`src/rtl/pfd_pkg.sv`:
```
package pfd_pkg;

    typedef enum logic {
        ABL_WIDE   = 1'b0,
        ABL_NARROW = 1'b1
    } abl_sel_e;

    typedef struct packed {
        logic fb_rise;
        logic ref_rise;
    } edge_pair_t;

    typedef struct packed {
        logic up;
        logic dn;
    } pump_req_t;

    function automatic int unsigned abl_hold(input abl_sel_e sel,
                                             input int unsigned wide_cyc,
                                             input int unsigned narrow_cyc);
        return (sel == ABL_NARROW) ? narrow_cyc : wide_cyc;
    endfunction

endpackage

```
`src/rtl/pfd_edge_sync.sv`:
```
module pfd_edge_sync #(
    parameter int unsigned N_CH = 2
) (
    input  logic            clk,
    input  logic            rst,
    input  logic [N_CH-1:0] raw,
    output logic [N_CH-1:0] rise
);

    for (genvar ch = 0; ch < N_CH; ch++) begin : g_ch
        logic meta_q, sync_q, prev_q;

        always_ff @(posedge clk) begin
            if (rst) begin
                meta_q <= 1'b0;
                sync_q <= 1'b0;
                prev_q <= 1'b0;
            end else begin
                meta_q <= raw[ch];
                sync_q <= meta_q;
                prev_q <= sync_q;
            end
        end

        assign rise[ch] = sync_q & ~prev_q;
    end

endmodule

```
`src/rtl/pfd_flag_core.sv`:
```
module pfd_flag_core
    import pfd_pkg::*;
#(
    parameter int unsigned WIDE_CYC   = 4,
    parameter int unsigned NARROW_CYC = 2
) (
    input  logic       clk,
    input  logic       rst,
    input  edge_pair_t edges,
    input  abl_sel_e   sel,
    output pump_req_t  flags,
    output logic       cmp_done
);

    localparam int unsigned CNT_W = $clog2(WIDE_CYC + 1);

    pump_req_t        flags_q;
    logic [CNT_W-1:0] ovl_cnt;
    logic [CNT_W-1:0] hold_q;
    logic [CNT_W-1:0] hold_now;
    logic             both;
    logic             clr;

    assign both     = flags_q.up & flags_q.dn;
    // hold length is frozen in the first overlap cycle
    assign hold_now = (ovl_cnt == '0) ? CNT_W'(abl_hold(sel, WIDE_CYC, NARROW_CYC))
                                      : hold_q;
    assign clr      = both && (ovl_cnt == hold_now - 1'b1);

    always_ff @(posedge clk) begin
        if (rst) begin
            flags_q <= '0;
            ovl_cnt <= '0;
            hold_q  <= '0;
        end else begin
            if (both && ovl_cnt == '0)
                hold_q <= hold_now;
            if (both && !clr)
                ovl_cnt <= ovl_cnt + 1'b1;
            else
                ovl_cnt <= '0;
            // a set arriving in the clearing cycle wins
            flags_q.up <= (flags_q.up & ~clr) | edges.ref_rise;
            flags_q.dn <= (flags_q.dn & ~clr) | edges.fb_rise;
        end
    end

    assign flags    = flags_q;
    assign cmp_done = clr;

endmodule

```
`src/rtl/pfd_lock_mon.sv`:
```
module pfd_lock_mon
    import pfd_pkg::*;
#(
    parameter int unsigned WIDTH_THR = 3,
    parameter int unsigned LOCK_RUNS = 3
) (
    input  logic      clk,
    input  logic      rst,
    input  pump_req_t flags,
    input  logic      cmp_done,
    output logic      locked
);

    localparam int unsigned W_W = $clog2(WIDTH_THR + 1);
    localparam int unsigned R_W = $clog2(LOCK_RUNS + 1);

    logic [W_W-1:0] width_q;
    logic [R_W-1:0] run_q;
    logic           locked_q;
    logic           single;
    logic           good;

    assign single = flags.up ^ flags.dn;
    assign good   = (width_q < W_W'(WIDTH_THR));

    always_ff @(posedge clk) begin
        if (rst) begin
            width_q  <= '0;
            run_q    <= '0;
            locked_q <= 1'b0;
        end else if (cmp_done) begin
            width_q <= '0;
            if (good) begin
                if (run_q != R_W'(LOCK_RUNS))
                    run_q <= run_q + 1'b1;
                locked_q <= (run_q >= R_W'(LOCK_RUNS - 1));
            end else begin
                run_q    <= '0;
                locked_q <= 1'b0;
            end
        end else if (single && width_q != W_W'(WIDTH_THR)) begin
            width_q <= width_q + 1'b1;
        end
    end

    assign locked = locked_q;

endmodule

```
`src/rtl/phase_freq_det.sv`:
```
module phase_freq_det
    import pfd_pkg::*;
#(
    parameter int unsigned WIDE_CYC   = 4,
    parameter int unsigned NARROW_CYC = 2,
    parameter int unsigned WIDTH_THR  = 3,
    parameter int unsigned LOCK_RUNS  = 3
) (
    input  logic clk,
    input  logic rst,
    input  logic ref_in,
    input  logic fb_in,
    input  logic narrow_sel,
    output logic up,
    output logic dn,
    output logic locked
);

    logic [1:0] rise_vec;
    edge_pair_t edges;
    pump_req_t  flags;
    logic       cmp_done;

    pfd_edge_sync #(.N_CH(2)) u_sync (
        .clk  (clk),
        .rst  (rst),
        .raw  ({fb_in, ref_in}),
        .rise (rise_vec)
    );

    assign edges.ref_rise = rise_vec[0];
    assign edges.fb_rise  = rise_vec[1];

    pfd_flag_core #(
        .WIDE_CYC   (WIDE_CYC),
        .NARROW_CYC (NARROW_CYC)
    ) u_core (
        .clk      (clk),
        .rst      (rst),
        .edges    (edges),
        .sel      (abl_sel_e'(narrow_sel)),
        .flags    (flags),
        .cmp_done (cmp_done)
    );

    pfd_lock_mon #(
        .WIDTH_THR (WIDTH_THR),
        .LOCK_RUNS (LOCK_RUNS)
    ) u_lock (
        .clk      (clk),
        .rst      (rst),
        .flags    (flags),
        .cmp_done (cmp_done),
        .locked   (locked)
    );

    assign up = flags.up;
    assign dn = flags.dn;

endmodule

```
`config.mk`:
```
export PLATFORM = sky130hd
export DESIGN_NAME = phase_freq_det
export DESIGN_NICKNAME = d
export VERILOG_FILES = /design/src/rtl/pfd_pkg.sv /design/src/rtl/pfd_edge_sync.sv /design/src/rtl/pfd_flag_core.sv /design/src/rtl/pfd_lock_mon.sv /design/src/rtl/phase_freq_det.sv
export SDC_FILE = /design/constraint.sdc
export NUM_CORES = 1
export LEC_CHECK = 0
export BUFFER_PORTS_ARGS = -buffer_cell sky130_fd_sc_hd__buf_2
export CORE_MARGIN = 3
export CORE_UTILIZATION = 25
export DETAILED_ROUTE_END_ITERATION = 7
export PLACE_DENSITY_LB_ADDON = 0.12
export SKIP_CTS_REPAIR_TIMING = 1
export SYNTH_ARGS = -nofsm -noshare
export SYNTH_HDL_FRONTEND = slang
export SYNTH_SLANG_ARGS = --single-unit
```
`constraint.sdc`:
```
create_clock -name clk -period 5.5 [get_ports clk]
set_input_delay 0.55 -clock clk [delete_from_list [all_inputs] [get_ports clk]]
set_output_delay 0.55 -clock clk [all_outputs]
set_load 0.01 [all_outputs]
```
Word level (Yosys, flattened, before mapping) --
Index checks and enable logic that the tools add are counted.
Operators by class: add/subtract/negate cells 4, divide/modulo/power cells 0, eq/ne operators 4, multiply operators 0, reductions and logical operators 9, mux-type cells 5, shift operators 0, bitwise gates (word level) 12, order comparisons 2
Operator list (count):
- 3-bit 2-to-1 mux | 2
- 2-bit inequality test, second input constant | 3
- 1-bit AND | 5
- 2-bit by 1-bit adder with 2-bit output, second input constant | 2
- 1-bit logical AND | 4
- 2-bit 2-to-1 mux | 2
- 1-bit NOT | 4
- 2-bit OR reduction | 2
- 3-bit by 1-bit adder with 3-bit output, second input constant | 1
- 3-bit equality test | 1
- 3-bit logical NOT | 1
- 3-bit by 1-bit subtractor with 3-bit output, second input constant | 1
- 2-bit >= comparator, second input constant | 1
- 2-bit < comparator, second input constant | 1
- 1-bit OR | 2
- 2-bit AND reduction | 1
- 1-bit logical NOT | 1
- 1-bit 2-to-1 mux | 1
- 1-bit bitwise XOR | 1
Storage, ports and cells: word-level logic and storage cells 49, bits in latches 0, memory bits (read-only) 0, memory bits (writable) 0, memories kept 0, input bits 5, output and inout bits 3, flip-flop bits (word level) 19

Depth between registers and ports, before layout --
Gate-level depths: netlist of run 1.
depth in word-level cells 9, mapped depth 9, depth with buffers taken out 9

Modules after synthesis --
A second synthesis of run 1 with hierarchy kept.
Second synthesis, totals: cells, all modules 89, area total of the unflattened synthesis 863.3 um^2
By module, submodules not included:
- pfd_flag_core | area an instance 436.7 um^2, cells an instance 46, instances 1
- pfd_lock_mon | area an instance 256.5 um^2, cells an instance 29, instances 1
- pfd_edge_sync | area an instance 170.2 um^2, cells an instance 14, instances 1

Worst setup path after synthesis of run 1 --
No wires, ideal clock.
path type register to register, from reg u_core.ovl_cnt[0], to reg u_lock.run_q[0], arrival time 2.307 ns, cell stages (with the launch flop) 10, buffers on the path 0, clock period less this slack 2.424 ns, setup slack 3.076 ns, path through dfxtp_1 > inv_1 > ha_1 > nor2b_1 > mux2i_1 > ha_1 > xnor2_1 > a2111oi_4 > a31oi_1 > a22o_1
Between the ends: cells in the longest elaborated chain, start to end 6
RTL lines:
- start: declaration | line pfd_flag_core.sv:18 | logic [CNT_W-1:0] ovl_cnt;
- start signal: assignment | line pfd_flag_core.sv:39 | ovl_cnt <= ovl_cnt + 1'b1;
- 3-bit logical NOT | line pfd_flag_core.sv:26 | assign hold_now = (ovl_cnt == '0) ? CNT_W'(abl_hold(sel, WIDE_CYC, NARROW_CYC))
- 3-bit 2-to-1 mux | line pfd_flag_core.sv:26
- 3-bit by 1-bit subtractor with 3-bit output | line pfd_flag_core.sv:28 | assign clr = both && (ovl_cnt == hold_now - 1'b1);
- 3-bit equality test (*) | line pfd_flag_core.sv:28
- 1-bit logical AND (*) | line pfd_flag_core.sv:28
- 2-bit AND reduction (no line) (*)
- end signal: assignment | line pfd_lock_mon.sv:35 | run_q <= run_q + 1'b1;
- end: declaration | line pfd_lock_mon.sv:18 | logic [R_W-1:0] run_q;
Mark *: on every way between the ends. The rest lies on a longest branch, timed or not. A chain may end at the register's enable or synchronous reset.

Worst setup path after layout of run 1 --
Same ends and word-level chain as after synthesis.

==> impl_table.tex, run 1 <==
\begin{tabular}{lr}
\hline
Metric & Value \\
\hline
\multicolumn{2}{l}{\textbf{STA}} \\
Worst rel slew slack & 69.5\% \\
Setup repair after global routing missed its margin & no \\
Setup clock skew after layout & 0.00324 ns \\
Fmax & 0.372 GHz \\
Max Transition Viols Final & 0 \\
Post-layout minimum cycle time & 2.69 ns \\
Total negative slack & 0 ns \\
Setup violation total in the final timing report & 0 \\
Transition time at the pin with the least slew margin & 0.457 ns \\
Worst Setup Slack, final & 2.81 ns \\
Fin. Hold Viols & 0 \\
Ratio of final minimum period to clock period & 48.9\% \\
Hold slack final & 0.445 ns \\
\multicolumn{2}{l}{\textbf{Route}} \\
Number of iterations in the first detailed-routing pass & 4 \\
Antenna-violating nets left & 0 \\
Via Count & 586 \\
Total detailed-routing wirelength & 1480 um \\
Number of remaining DRC errors & 0 \\
Number of DRC markers in iteration 0 & 27 \\
Routed length per placed instance & 10.7 um \\
Vias per inst & 4.22 \\
\multicolumn{2}{l}{\textbf{Synthesis}} \\
Proportion of synthesized flip-flops having asynchronous set or reset & 0\% \\
\#FFs+latches synth & 19 \\
Avg Synthesized Cell Area & 9.92 sq um \\
Mapped Cells & 87 \\
Distinct cell type count of the synthesized netlist & 26 \\
Count of flip-flops with a built-in enable after synthesis & 0 \\
Net Count, Synth & 99 \\
Predominant post-synthesis flop cell & sky130\_fd\_sc\_hd\_\_dfxtp\_1 \\
Cell Area, Synth & 863 sq um \\
Number of warnings reported in the yosys synthesis log & 0 \\
Sequential-to-total area share from yosys stat & 44.1\% \\
\multicolumn{2}{l}{\textbf{Critical path}} \\
Kind of cell adding the most delay to the critical path & compound AO/OA/AOI/OAI gates \\
Crit-path most repeated cell & sky130\_fd\_sc\_hd\_\_ha\_1 \\
Required time of the critical path & 5.71 ns \\
Classification of the worst setup path & flop to flop \\
Worst Path Arrival & 2.90 ns \\
Startpoint type of the worst setup path & flop \\
Critical path buffer and inverter count & 1 \\
Critical Path Max Stage Delay & 0.44 ns \\
CP Capture Type & flop \\
Crit path cell chain & inv\_1 -> ha\_1 -> nor2b\_1 -> mux2i\_1 -> ha\_1 -> xnor2\_1 -> a2111oi\_4 -> a31oi\_1 -> a22o\_1 \\
Peak fanout along the critical path & 6 \\
Slowest library cell on the worst path & sky130\_fd\_sc\_hd\_\_a2111oi\_4 \\
\multicolumn{2}{l}{\textbf{Global route}} \\
Maximum number of pins on one net before global-route repair & 19 \\
Via count of the first global-routing pass & 567 \\
Total routing usage reported by global routing & 8.49\% \\
Leftover overflow at the end of global routing & 0 \\
Global-route wire length before repair & 2630 um \\
Number of antenna violations at the first check in global routing & 0 \\
\multicolumn{2}{l}{\textbf{Final layout}} \\
Antenna diode count & 0 \\
Number of fill cells & 339 \\
Synth-to-layout area growth & 12.6\% \\
Fraction of layout cells with a size suffix above 1 & 16.8\% \\
Final standard cell area without fillers & 972 sq um \\
Total number of nets in the final design & 108 \\
\multicolumn{2}{l}{\textbf{Clock tree}} \\
CTS Root Cell & sky130\_fd\_sc\_hd\_\_clkbuf\_4 \\
Number of sinks driven by the clock tree & 19 \\
H-Tree Level Count & 1 \\
Clock tree from TritonCTS & yes \\
Clock transition time at the flip-flop clock pins of the worst setup and hold paths & 0.12 ns \\
Largest buffer count on any clock path & 2 \\
Clk Latency, worst-skew pair & 0.30 ns \\
Total clock buffers created by CTS & 3 \\
\multicolumn{2}{l}{\textbf{Run}} \\
Max-capacitance violation count & 0 \\
\multicolumn{2}{l}{\textbf{Placed design}} \\
Worst setup timing slack at the placement stage & 2.81 ns \\
Port Buffer Count & 7 \\
Routability Congestion & 0.682 \\
Placement-stage cell area & 942 sq um \\
Sum of net half-perimeters after detailed placement & 1080 um \\
\multicolumn{2}{l}{\textbf{Pwr}} \\
Power density over cell area & 243 nW/um\^{}2 \\
Total leakage power & 0.369 nW \\
Maximum vdd drop & 0.130 mV \\
\multicolumn{2}{l}{\textbf{Die}} \\
Die Footprint & 4190 sq um \\
Starting density of the core & 27.2\% \\
Area of the placeable core & 3180 sq um \\
I/O pin count & 8 \\
Vertical die dimension & 64.8 um \\
Width of the die & 64.8 um \\
Site Rows & 20 \\
\multicolumn{2}{l}{\textbf{Min path}} \\
Class of the tightest hold or removal check & input pin to flop \\
\multicolumn{2}{l}{\textbf{Outcome}} \\
Status & complete, no violations \\
\hline
\end{tabular}
[layer usage]
metal  GRT usage, %  part of all wire [%]
met5              0                     0
met4           3.96                   1.9
met3           3.81                   4.8
met2           12.5                    43
met1           10.5                    51
[where the power goes]
group / switching, mW / total (mW) / leakage [nW] / internal [mW]
Clock: 0.0466 / 0.0743 / 0.0139 / 0.0277
Sequential: 0.00215 / 0.144 / 0.155 / 0.142
Combinational: 0.00888 / 0.0177 / 0.201 / 0.00880
Total: 0.0576 / 0.236 / 0.369 / 0.178
[state kept, by name (all words and copies together), names as in the netlist]
| register | cells |
|---|---|
| u_core.flags | 2 |
| u_core.hold_q | 3 |
| u_core.ovl_cnt | 3 |
| u_lock.locked | 1 |
| u_lock.run_q | 2 |
| u_lock.width_q | 2 |
| u_sync.g_ch.meta_q | 2 |
| u_sync.g_ch.prev_q | 2 |
| u_sync.g_ch.sync_q | 2 |
[synthesized netlist by cell type, drive strengths merged, types with 2 or more instances]
cell type / instances / share of area, %
dfxtp: 19 / 44
nor2b: 8 / 5.8
ha: 7 / 10
inv: 7 / 3.0
a22o: 4 / 4.1
nor2: 4 / 1.7
a21oi: 3 / 1.7
clkbuf: 3 / 1.3
nand2: 3 / 1.3
nand2b: 3 / 2.2
nand3: 3 / 1.7
nor3: 3 / 1.7
or3b: 3 / 3.3
xnor2: 3 / 3.0
a31oi: 2 / 1.4
mux2i: 2 / 2.3
nor4: 2 / 1.4
o21ai: 2 / 1.6
[cells by family after synthesis]
family	after synthesis	synth area share (%)
buffers and inverters	10	4.35
adders and majority gates	7	10.1
muxes	2	2.32
xor gates and xnor gates	3	3.04
AOI/OAI and AO/OA	13	12.9
and+or+nand+nor	33	23.2
DFF	19	44.1
[worst paths after layout]
kind | endpoint | slack (ns) | depth (start not counted) | start
setup / recovery | u_lock.run_q[0] | 2.81 | 9 | u_core.ovl_cnt[0]
hold reg to reg | u_sync.g_ch[1].sync_q | 0.45 | 1 | u_sync.g_ch[1].meta_q
hold / removal | u_sync.g_ch[0].meta_q | 0.44 | 2 | ref_in
setup reg to reg | u_lock.run_q[0] | 2.81 | 9 | u_core.ovl_cnt[0]
[worst register-to-register path, stage by stage, from the launching register on]
cell and delay (ns):
sky130_fd_sc_hd__dfxtp_1 0.36, sky130_fd_sc_hd__inv_1 0.08, sky130_fd_sc_hd__ha_1 0.19, sky130_fd_sc_hd__nor2b_1 0.41
sky130_fd_sc_hd__mux2i_1 0.25, sky130_fd_sc_hd__ha_1 0.26, sky130_fd_sc_hd__xnor2_1 0.16, sky130_fd_sc_hd__a2111oi_4 0.44
sky130_fd_sc_hd__a31oi_1 0.18, sky130_fd_sc_hd__a22o_1 0.26
[cell type report]
cell class | count | area [sq um] | area share (%)
well taps | 44 | 55.1 | 5.66
repair buffers | 7 | 35.0 | 3.60
clock inverters | 1 | 7.51 | 0.772
multi-input cells | 58 | 445 | 45.8
flip-flops and latches | 19 | 380 | 39.1
clock buffers | 3 | 22.5 | 2.32
inverters | 7 | 26.3 | 2.70
[placed cells by master (no fill, tap or decap), drive strengths merged]
master    count
a2111oi       1
a211oi        1
a21oi         3
a22o          4
a31oi         2
and2          1
and4          1
buf           7
clkbuf        3
clkinvlp      1
dfxtp        19
ha            7
inv           7
mux2i         2
nand2         3
nand2b        3
nand3         3
nor2          4
nor2b         8
nor3          3
nor3b         1
nor4          2
o21ai         2
or2b          1
or3b          3
xnor2         3
[through the flow]
step | power, mW | instances | utilization (%)
finish | 0.236 | 139 | 30.6
global placement | 0.165 | 135 | 29.6
global route | 0.250 | 139 | 30.6
CTS | 0.243 | 139 | 30.6
detailed placement | 0.165 | 135 | 29.6
floorplan | 0.160 | 87 | -
(Power assumes the default switching activity.)
==> run 2, diff against run 1 <==
==> constraint.sdc (replaced) <==
create_clock -name clk -period 2.8 [get_ports clk]
set_input_delay 0.28 -clock clk [delete_from_list [all_inputs] [get_ports clk]]
set_output_delay 0.28 -clock clk [all_outputs]
set_load 0.01 [all_outputs]
==> run 2 against run 1 <==
Against the previous run:
- wire length fell by 2.1%
- hold slack got worse by 0.27 ns
- maximum frequency rose by 10%
- via count rose by 3.4%
- global-route usage fell by 0.22 points
- cell area rose by 0.77%
- count of clock-buffer cells in the layout did not move
- non-clock buffer count rose by 1
- power rose by 96%
- largest cell class unchanged
- highest routed layer unchanged
==> impl_table.tex, run 2 (synthesis gave the netlist of run 1 again) <==
\begin{tabular}{lr}
\hline
Metric & Value \\
\hline
\multicolumn{2}{l}{\textbf{Run}} \\
Max-capacitance violation count & 0 (unchanged) \\
\multicolumn{2}{l}{\textbf{Die}} \\
Vertical die dimension & 64.8 um (unchanged) \\
I/O pin count & 8 (unchanged) \\
Width of the die & 64.8 um (unchanged) \\
Area of the placeable core & 3180 sq um (unchanged) \\
Die Footprint & 4190 sq um (unchanged) \\
Starting density of the core & 27.2\% (unchanged) \\
Site Rows & 20 (unchanged) \\
\multicolumn{2}{l}{\textbf{Clock tree}} \\
Largest buffer count on any clock path & 2 (unchanged) \\
Clock tree from TritonCTS & yes \\
Number of sinks driven by the clock tree & 19 (unchanged) \\
H-Tree Level Count & 1 (unchanged) \\
Clk Latency, worst-skew pair & 0.30 ns (about the same) \\
Total clock buffers created by CTS & 3 (unchanged) \\
Clock transition time at the flip-flop clock pins of the worst setup and hold paths & 0.11 ns (about the same) \\
CTS Root Cell & sky130\_fd\_sc\_hd\_\_clkbuf\_4 \\
\multicolumn{2}{l}{\textbf{Pwr}} \\
Switching power & 0.111 mW (+93\%) \\
Relative contribution of combinational cells to total power & 7.6\% (about the same) \\
Internal power & 0.351 mW (+97\%) \\
Net switching fraction of the power & 24.1\% (-0.35 points) \\
Clock group share of total power & 31.1\% (-0.4 points) \\
Sequential power share & 61.2\% (+0.2 points) \\
Maximum vdd drop & 0.265 mV (+100\%) \\
Power density over cell area & 471 nW/um\^{}2 (+94\%) \\
Total leakage power & 0.373 nW (+1.1\%) \\
\multicolumn{2}{l}{\textbf{Critical path}} \\
Startpoint type of the worst setup path & flop \\
Required time of the critical path & 3.01 ns (-2.70 ns) \\
R2R cell count & 9 (unchanged) \\
Worst Path Arrival & 2.64 ns (-0.26 ns) \\
Classification of the worst setup path & flop to flop \\
Worst setup slack for register-to-register paths & 0.36 ns (-2.45 ns) \\
Peak fanout along the critical path & 5 (-1) \\
CP Capture Type & flop \\
\multicolumn{2}{l}{\textbf{Placed design}} \\
Routability Congestion & 0.678 (-0.54\%) \\
Worst setup timing slack at the placement stage & 0.365 ns (-2.44 ns) \\
Port Buffer Count & 7 (unchanged) \\
Sum of net half-perimeters after detailed placement & 1090 um (+0.48\%) \\
\multicolumn{2}{l}{\textbf{Global route}} \\
Leftover overflow at the end of global routing & 0 (unchanged) \\
Via count of the first global-routing pass & 569 (+0.35\%) \\
Number of antenna violations at the first check in global routing & 0 (unchanged) \\
Maximum number of pins on one net before global-route repair & 19 (unchanged) \\
Total routing usage reported by global routing & 8.27\% (-0.22 points) \\
Global-route wire length before repair & 2620 um (-0.49\%) \\
\multicolumn{2}{l}{\textbf{STA}} \\
Max Transition Viols Final & 0 (unchanged) \\
Fin. Hold Viols & 0 (unchanged) \\
Setup clock skew after layout & 0.00470 ns (+0.00146 ns) \\
Worst rel slew slack & 74.7\% (+5.3 points) \\
Total negative slack & 0 ns (unchanged) \\
Transition time at the pin with the least slew margin & 0.379 ns (-0.0781 ns) \\
Fmax & 0.410 GHz (+10\%) \\
Setup repair after global routing missed its margin & no \\
Setup violation total in the final timing report & 0 (unchanged) \\
Worst Setup Slack, final & 0.362 ns (-2.45 ns) \\
Ratio of final minimum period to clock period & 87.1\% (+38 points) \\
Post-layout minimum cycle time & 2.44 ns (-0.252 ns) \\
\multicolumn{2}{l}{\textbf{Min path}} \\
Class of the tightest hold or removal check & input pin to flop \\
Hold depth & 2 (unchanged) \\
\multicolumn{2}{l}{\textbf{Final layout}} \\
Most frequent cells in the layout & 19 x sky130\_fd\_sc\_hd\_\_dfxtp\_1, 8 x sky130\_fd\_sc\_hd\_\_nor2b\_1, 7 x sky130\_fd\_sc\_hd\_\_inv\_1, 7 x sky130\_fd\_sc\_hd\_\_ha\_1, 7 x sky130\_fd\_sc\_hd\_\_buf\_2 \\
Total number of nets in the final design & 109 (+0.93\%) \\
Number of fill cells & 341 (+0.59\%) \\
Final core area utilization & 30.8\% (+0.24 points) \\
Synth-to-layout area growth & 13.5\% \\
Biggest regs & u\_core.hold\_q x3, u\_core.ovl\_cnt x3 \\
Most common cell after layout, fill and taps aside & sky130\_fd\_sc\_hd\_\_dfxtp\_1 \\
Fraction of layout cells with a size suffix above 1 & 17.7\% (+0.87 points) \\
Antenna diode count & 0 (unchanged) \\
\multicolumn{2}{l}{\textbf{Route}} \\
Length of routed met3 wiring & 84 um (+18\%) \\
Number of iterations in the first detailed-routing pass & 4 (unchanged) \\
Met2 routed WL & 590 um (-6.8\%) \\
Routed length on met1 & 759 um (+1.2\%) \\
Antenna-violating nets left & 0 (unchanged) \\
Number of remaining DRC errors & 0 (unchanged) \\
Total detailed-routing wirelength & 1450 um (-2.1\%) \\
Routed length per placed instance & 10.4 um (-2.8\%) \\
Top routing layer in use & met4 \\
Via Count & 606 (+3.4\%) \\
Vias per inst & 4.33 (+2.7\%) \\
Number of DRC markers in iteration 0 & 12 (-56\%) \\
\multicolumn{2}{l}{\textbf{Outcome}} \\
Status & complete, no violations \\
\hline
\end{tabular}
## run 2: worst paths after layout
kind / from / end
setup reg to reg: u_core.ovl_cnt[0] / u_lock.run_q[0]
hold / removal: ref_in / u_sync.g_ch[0].meta_q
hold reg to reg: u_sync.g_ch[0].meta_q / u_sync.g_ch[0].sync_q
setup / recovery: u_core.ovl_cnt[0] / u_lock.run_q[0]
## run 2: per-stage QoR
stage          hold slack, ns  cells  instance area, sq um  total power [mW]
6_report                0.176    140                   980             0.462
5_1_grt                 0.171    140                   980             0.492
4_1_cts                 0.165    140                   980             0.473
3_5_place_dp            0.429    136                   950             0.325
3_3_place_gp            0.420    136                   950             0.324
2_1_floorplan           0.408     87                   863             0.315
## run 2: cell type report
cell class / count / area (sq um) / area share (%)
multi-input cells: 58 / 445 / 45.5
clock inverters: 1 / 7.51 / 0.766
repair buffers: 8 / 42.5 / 4.34
well taps: 44 / 55.1 / 5.62
flip-flops and latches: 19 / 380 / 38.8
clock buffers: 3 / 22.5 / 2.30
inverters: 7 / 26.3 / 2.68
## run 2: power groups by stage
stage          clock [mW]  combinational (mW)  sequential, mW
6_report            0.144              0.0352           0.283
5_1_grt             0.167              0.0401           0.284
4_1_cts             0.154              0.0359           0.283
3_5_place_dp            0              0.0357           0.289
3_3_place_gp            0              0.0353           0.289
2_1_floorplan           0              0.0259           0.289
## run 2: routing by layer
layer / GRT usage (%) / vias up
met4: 3.17 / 0
met1: 10.6 / 276
met2: 12.1 / 12
met5: 0 / -
met3: 3.64 / 2
li1: - / 316
## run 2: worst max-delay path, cell delays in order, from the launching register on
cell	delay [ns]
sky130_fd_sc_hd__dfxtp_1	0.36
sky130_fd_sc_hd__inv_1	0.08
sky130_fd_sc_hd__ha_1	0.19
sky130_fd_sc_hd__nor2b_1	0.21
sky130_fd_sc_hd__mux2i_1	0.21
sky130_fd_sc_hd__ha_1	0.26
sky130_fd_sc_hd__xnor2_1	0.16
sky130_fd_sc_hd__a2111oi_4	0.43
sky130_fd_sc_hd__a31oi_1	0.18
sky130_fd_sc_hd__a22o_1	0.26
==> run 3, diff against run 2 <==
==> constraint.sdc (replaced) <==
create_clock -name clk -period 3.14 [get_ports clk]
set_input_delay 0.314 -clock clk [delete_from_list [all_inputs] [get_ports clk]]
set_output_delay 0.314 -clock clk [all_outputs]
set_load 0.01 [all_outputs]
==> run 3 against run 2 <==
Against the previous run:
- register-to-register slack gained 0.21 ns
- first-iteration DRC count grew to 3.9 times the previous value
- combinational power shrank 11%
- sequential power shrank 11%
- maximum frequency shrank 5.2%
- worst setup slack gained 0.21 ns
- cell area shrank 0.38%
- non-clock buffer count is the same
- sequential cell count is the same
- core utilization shrank 0.12 points
- die area is the same
- critical endpoint unchanged
==> impl_table.tex, run 3 (synthesis gave the netlist of run 1 again) <==
\begin{tabular}{lr}
\hline
Metric & Value \\
\hline
\multicolumn{2}{l}{\textbf{Final layout}} \\
Total number of nets in the final design & 109 (unchanged) \\
Fraction of layout cells with a size suffix above 1 & 16.7\% (-1.0 points) \\
Most frequent cells in the layout & 19 x sky130\_fd\_sc\_hd\_\_dfxtp\_1, 8 x sky130\_fd\_sc\_hd\_\_nor2b\_1, 7 x sky130\_fd\_sc\_hd\_\_inv\_1, 7 x sky130\_fd\_sc\_hd\_\_ha\_1, 7 x sky130\_fd\_sc\_hd\_\_buf\_2 \\
Number of fill cells & 357 (+4.7\%) \\
Most common cell after layout, fill and taps aside & sky130\_fd\_sc\_hd\_\_dfxtp\_1 \\
Antenna diode count & 0 (unchanged) \\
Final core area utilization & 30.7\% (-0.12 points) \\
Biggest regs & u\_core.hold\_q x3, u\_core.ovl\_cnt x3 \\
Synth-to-layout area growth & 13.0\% \\
\multicolumn{2}{l}{\textbf{Route}} \\
Number of iterations in the first detailed-routing pass & 4 (unchanged) \\
Antenna-violating nets left & 0 (unchanged) \\
Via Count & 605 (-0.17\%) \\
Number of DRC markers in iteration 0 & 47 (+35) \\
Total detailed-routing wirelength & 1470 um (+0.90\%) \\
Number of remaining DRC errors & 0 (unchanged) \\
Routed length per placed instance & 10.5 um (+0.90\%) \\
Vias per inst & 4.32 (-0.17\%) \\
\multicolumn{2}{l}{\textbf{Critical path}} \\
Crit path from & u\_core.ovl\_cnt[0] \\
Startpoint of the most critical register-to-register path & u\_core.ovl\_cnt[0] \\
Slowest library cell on the worst path & sky130\_fd\_sc\_hd\_\_a2111oi\_4 \\
Startpoint type of the worst setup path & flop \\
Crit path cell chain & inv\_1 -> ha\_1 -> nor2b\_1 -> buf\_4 -> mux2i\_1 -> ha\_1 -> xnor2\_1 -> a2111oi\_4 -> a31oi\_1 -> a22o\_1 \\
Worst Path Arrival & 2.77 ns (+0.13 ns) \\
Kind of cell adding the most delay to the critical path & compound AO/OA/AOI/OAI gates \\
Crit-path most repeated cell & sky130\_fd\_sc\_hd\_\_ha\_1 \\
Critical Path Max Stage Delay & 0.44 ns (about the same) \\
Critical path buffer and inverter count & 2 (+1) \\
CP Capture Type & flop \\
Required time of the critical path & 3.33 ns (+0.32 ns) \\
Peak fanout along the critical path & 6 (+1) \\
Classification of the worst setup path & flop to flop \\
\multicolumn{2}{l}{\textbf{Outcome}} \\
Status & complete, no violations \\
\multicolumn{2}{l}{\textbf{STA}} \\
Fmax & 0.389 GHz (-5.2\%) \\
Total negative slack & 0 ns (unchanged) \\
Fin. Hold Viols & 0 (unchanged) \\
Max Transition Viols Final & 0 (unchanged) \\
Setup repair after global routing missed its margin & no \\
Worst rel slew slack & 74.4\% (-0.31 points) \\
Post-layout minimum cycle time & 2.57 ns (+0.134 ns) \\
Ratio of final minimum period to clock period & 81.9\% (-5.2 points) \\
Transition time at the pin with the least slew margin & 0.384 ns (+0.00463 ns) \\
Setup clock skew after layout & 0.00239 ns (-0.00231 ns) \\
Setup violation total in the final timing report & 0 (unchanged) \\
\multicolumn{2}{l}{\textbf{Global route}} \\
Global-route wire length before repair & 2580 um (-1.3\%) \\
Via count of the first global-routing pass & 585 (+2.8\%) \\
Leftover overflow at the end of global routing & 0 (unchanged) \\
Number of antenna violations at the first check in global routing & 0 (unchanged) \\
Maximum number of pins on one net before global-route repair & 19 (unchanged) \\
Total routing usage reported by global routing & 8.09\% (-0.18 points) \\
\multicolumn{2}{l}{\textbf{Clock tree}} \\
Clk Latency, worst-skew pair & 0.29 ns (about the same) \\
Clock transition time at the flip-flop clock pins of the worst setup and hold paths & 0.11 ns (about the same) \\
Number of sinks driven by the clock tree & 19 (unchanged) \\
H-Tree Level Count & 1 (unchanged) \\
Total clock buffers created by CTS & 3 (unchanged) \\
CTS Root Cell & sky130\_fd\_sc\_hd\_\_clkbuf\_4 \\
Clock tree from TritonCTS & yes \\
Largest buffer count on any clock path & 2 (unchanged) \\
\multicolumn{2}{l}{\textbf{Pwr}} \\
Clock group share of total power & 30.2\% (-0.9 points) \\
Power density over cell area & 416 nW/um\^{}2 (-12\%) \\
Net switching fraction of the power & 22.7\% (-1.3 points) \\
Relative contribution of combinational cells to total power & 7.7\% (about the same) \\
Total leakage power & 0.374 nW (+0.28\%) \\
Maximum vdd drop & 0.124 mV (-53\%) \\
Switching power & 0.0923 mW (-17\%) \\
Sequential power share & 62.2\% (+1.0 points) \\
Internal power & 0.313 mW (-11\%) \\
\multicolumn{2}{l}{\textbf{Min path}} \\
Class of the tightest hold or removal check & input pin to flop \\
Hold Crit Start & fb\_in \\
\multicolumn{2}{l}{\textbf{Run}} \\
Max-capacitance violation count & 0 (unchanged) \\
\multicolumn{2}{l}{\textbf{Placed design}} \\
Port Buffer Count & 7 (unchanged) \\
Sum of net half-perimeters after detailed placement & 1110 um (+2.5\%) \\
Routability Congestion & 0.686 (+1.2\%) \\
\multicolumn{2}{l}{\textbf{Die}} \\
I/O pin count & 8 (unchanged) \\
Starting density of the core & 27.2\% (unchanged) \\
Die Footprint & 4190 sq um (unchanged) \\
Site Rows & 20 (unchanged) \\
Vertical die dimension & 64.8 um (unchanged) \\
Width of the die & 64.8 um (unchanged) \\
Area of the placeable core & 3180 sq um (unchanged) \\
\hline
\end{tabular}
[run 3: cell types whose count changed in the layout (fill, tap and decap cells not counted)]
cell / before / now
sky130_fd_sc_hd__clkbuf_1: 0 / 1
sky130_fd_sc_hd__clkinvlp_4: 1 / 0
[run 3: power by group through the flow]
stage | clock [mW] | sequential, mW | combinational [mW]
floorplan | 0 | 0.258 | 0.0231
global placement | 0 | 0.258 | 0.0310
detailed placement | 0 | 0.258 | 0.0312
CTS | 0.132 | 0.252 | 0.0315
global route | 0.142 | 0.253 | 0.0357
finish | 0.122 | 0.252 | 0.0312
[run 3: through the flow]
step	cells	instance area, sq um	worst slack [ns]	hold slack, ns	total power, mW
global placement	136	950	0.644	0.420	0.289
detailed placement	136	950	0.564	0.434	0.289
finish	140	976	0.568	0.226	0.406
floorplan	87	863	0.716	0.414	0.281
global route	140	976	0.331	0.233	0.431
CTS	140	976	0.533	0.216	0.415
[run 3: final timing paths]
check	to	slack, ns	cells past startpoint
max	u_lock.run_q[0]	0.57	10
min	u_sync.g_ch[1].meta_q	0.23	2
max reg2reg	u_lock.run_q[0]	0.57	10
min reg2reg	u_sync.g_ch[1].sync_q	0.45	1
[run 3: cell type report]
type / instances / area [sq um] / share of cell area (%)
inverter: 7 / 26.3 / 2.69
tap: 44 / 55.1 / 5.64
sequential: 19 / 380 / 39.0
multi-input combinational: 58 / 445 / 45.6
clock buffer: 4 / 26.3 / 2.69
timing repair buffer: 8 / 42.5 / 4.36
[run 3: layer usage]
layer / up-vias / share of wire (%) / global-route usage, %
li1: 317 / - / -
met1: 279 / 55 / 10.7
met2: 7 / 41 / 11.4
met3: 2 / 3.4 / 2.60
met4: 0 / 1.3 / 4.75
met5: - / 0 / 0
[run 3: worst register-to-register path, delay by kind of cell (launching register included)]
family | cells | cell delay [ns]
muxes | 1 | 0.15
xor gates and xnor gates | 1 | 0.16
AOI/OAI and AO/OA | 3 | 0.89
adders and majority gates | 2 | 0.49
buffers and inverters | 2 | 0.25
DFF | 1 | 0.40
and+or+nand+nor | 1 | 0.14
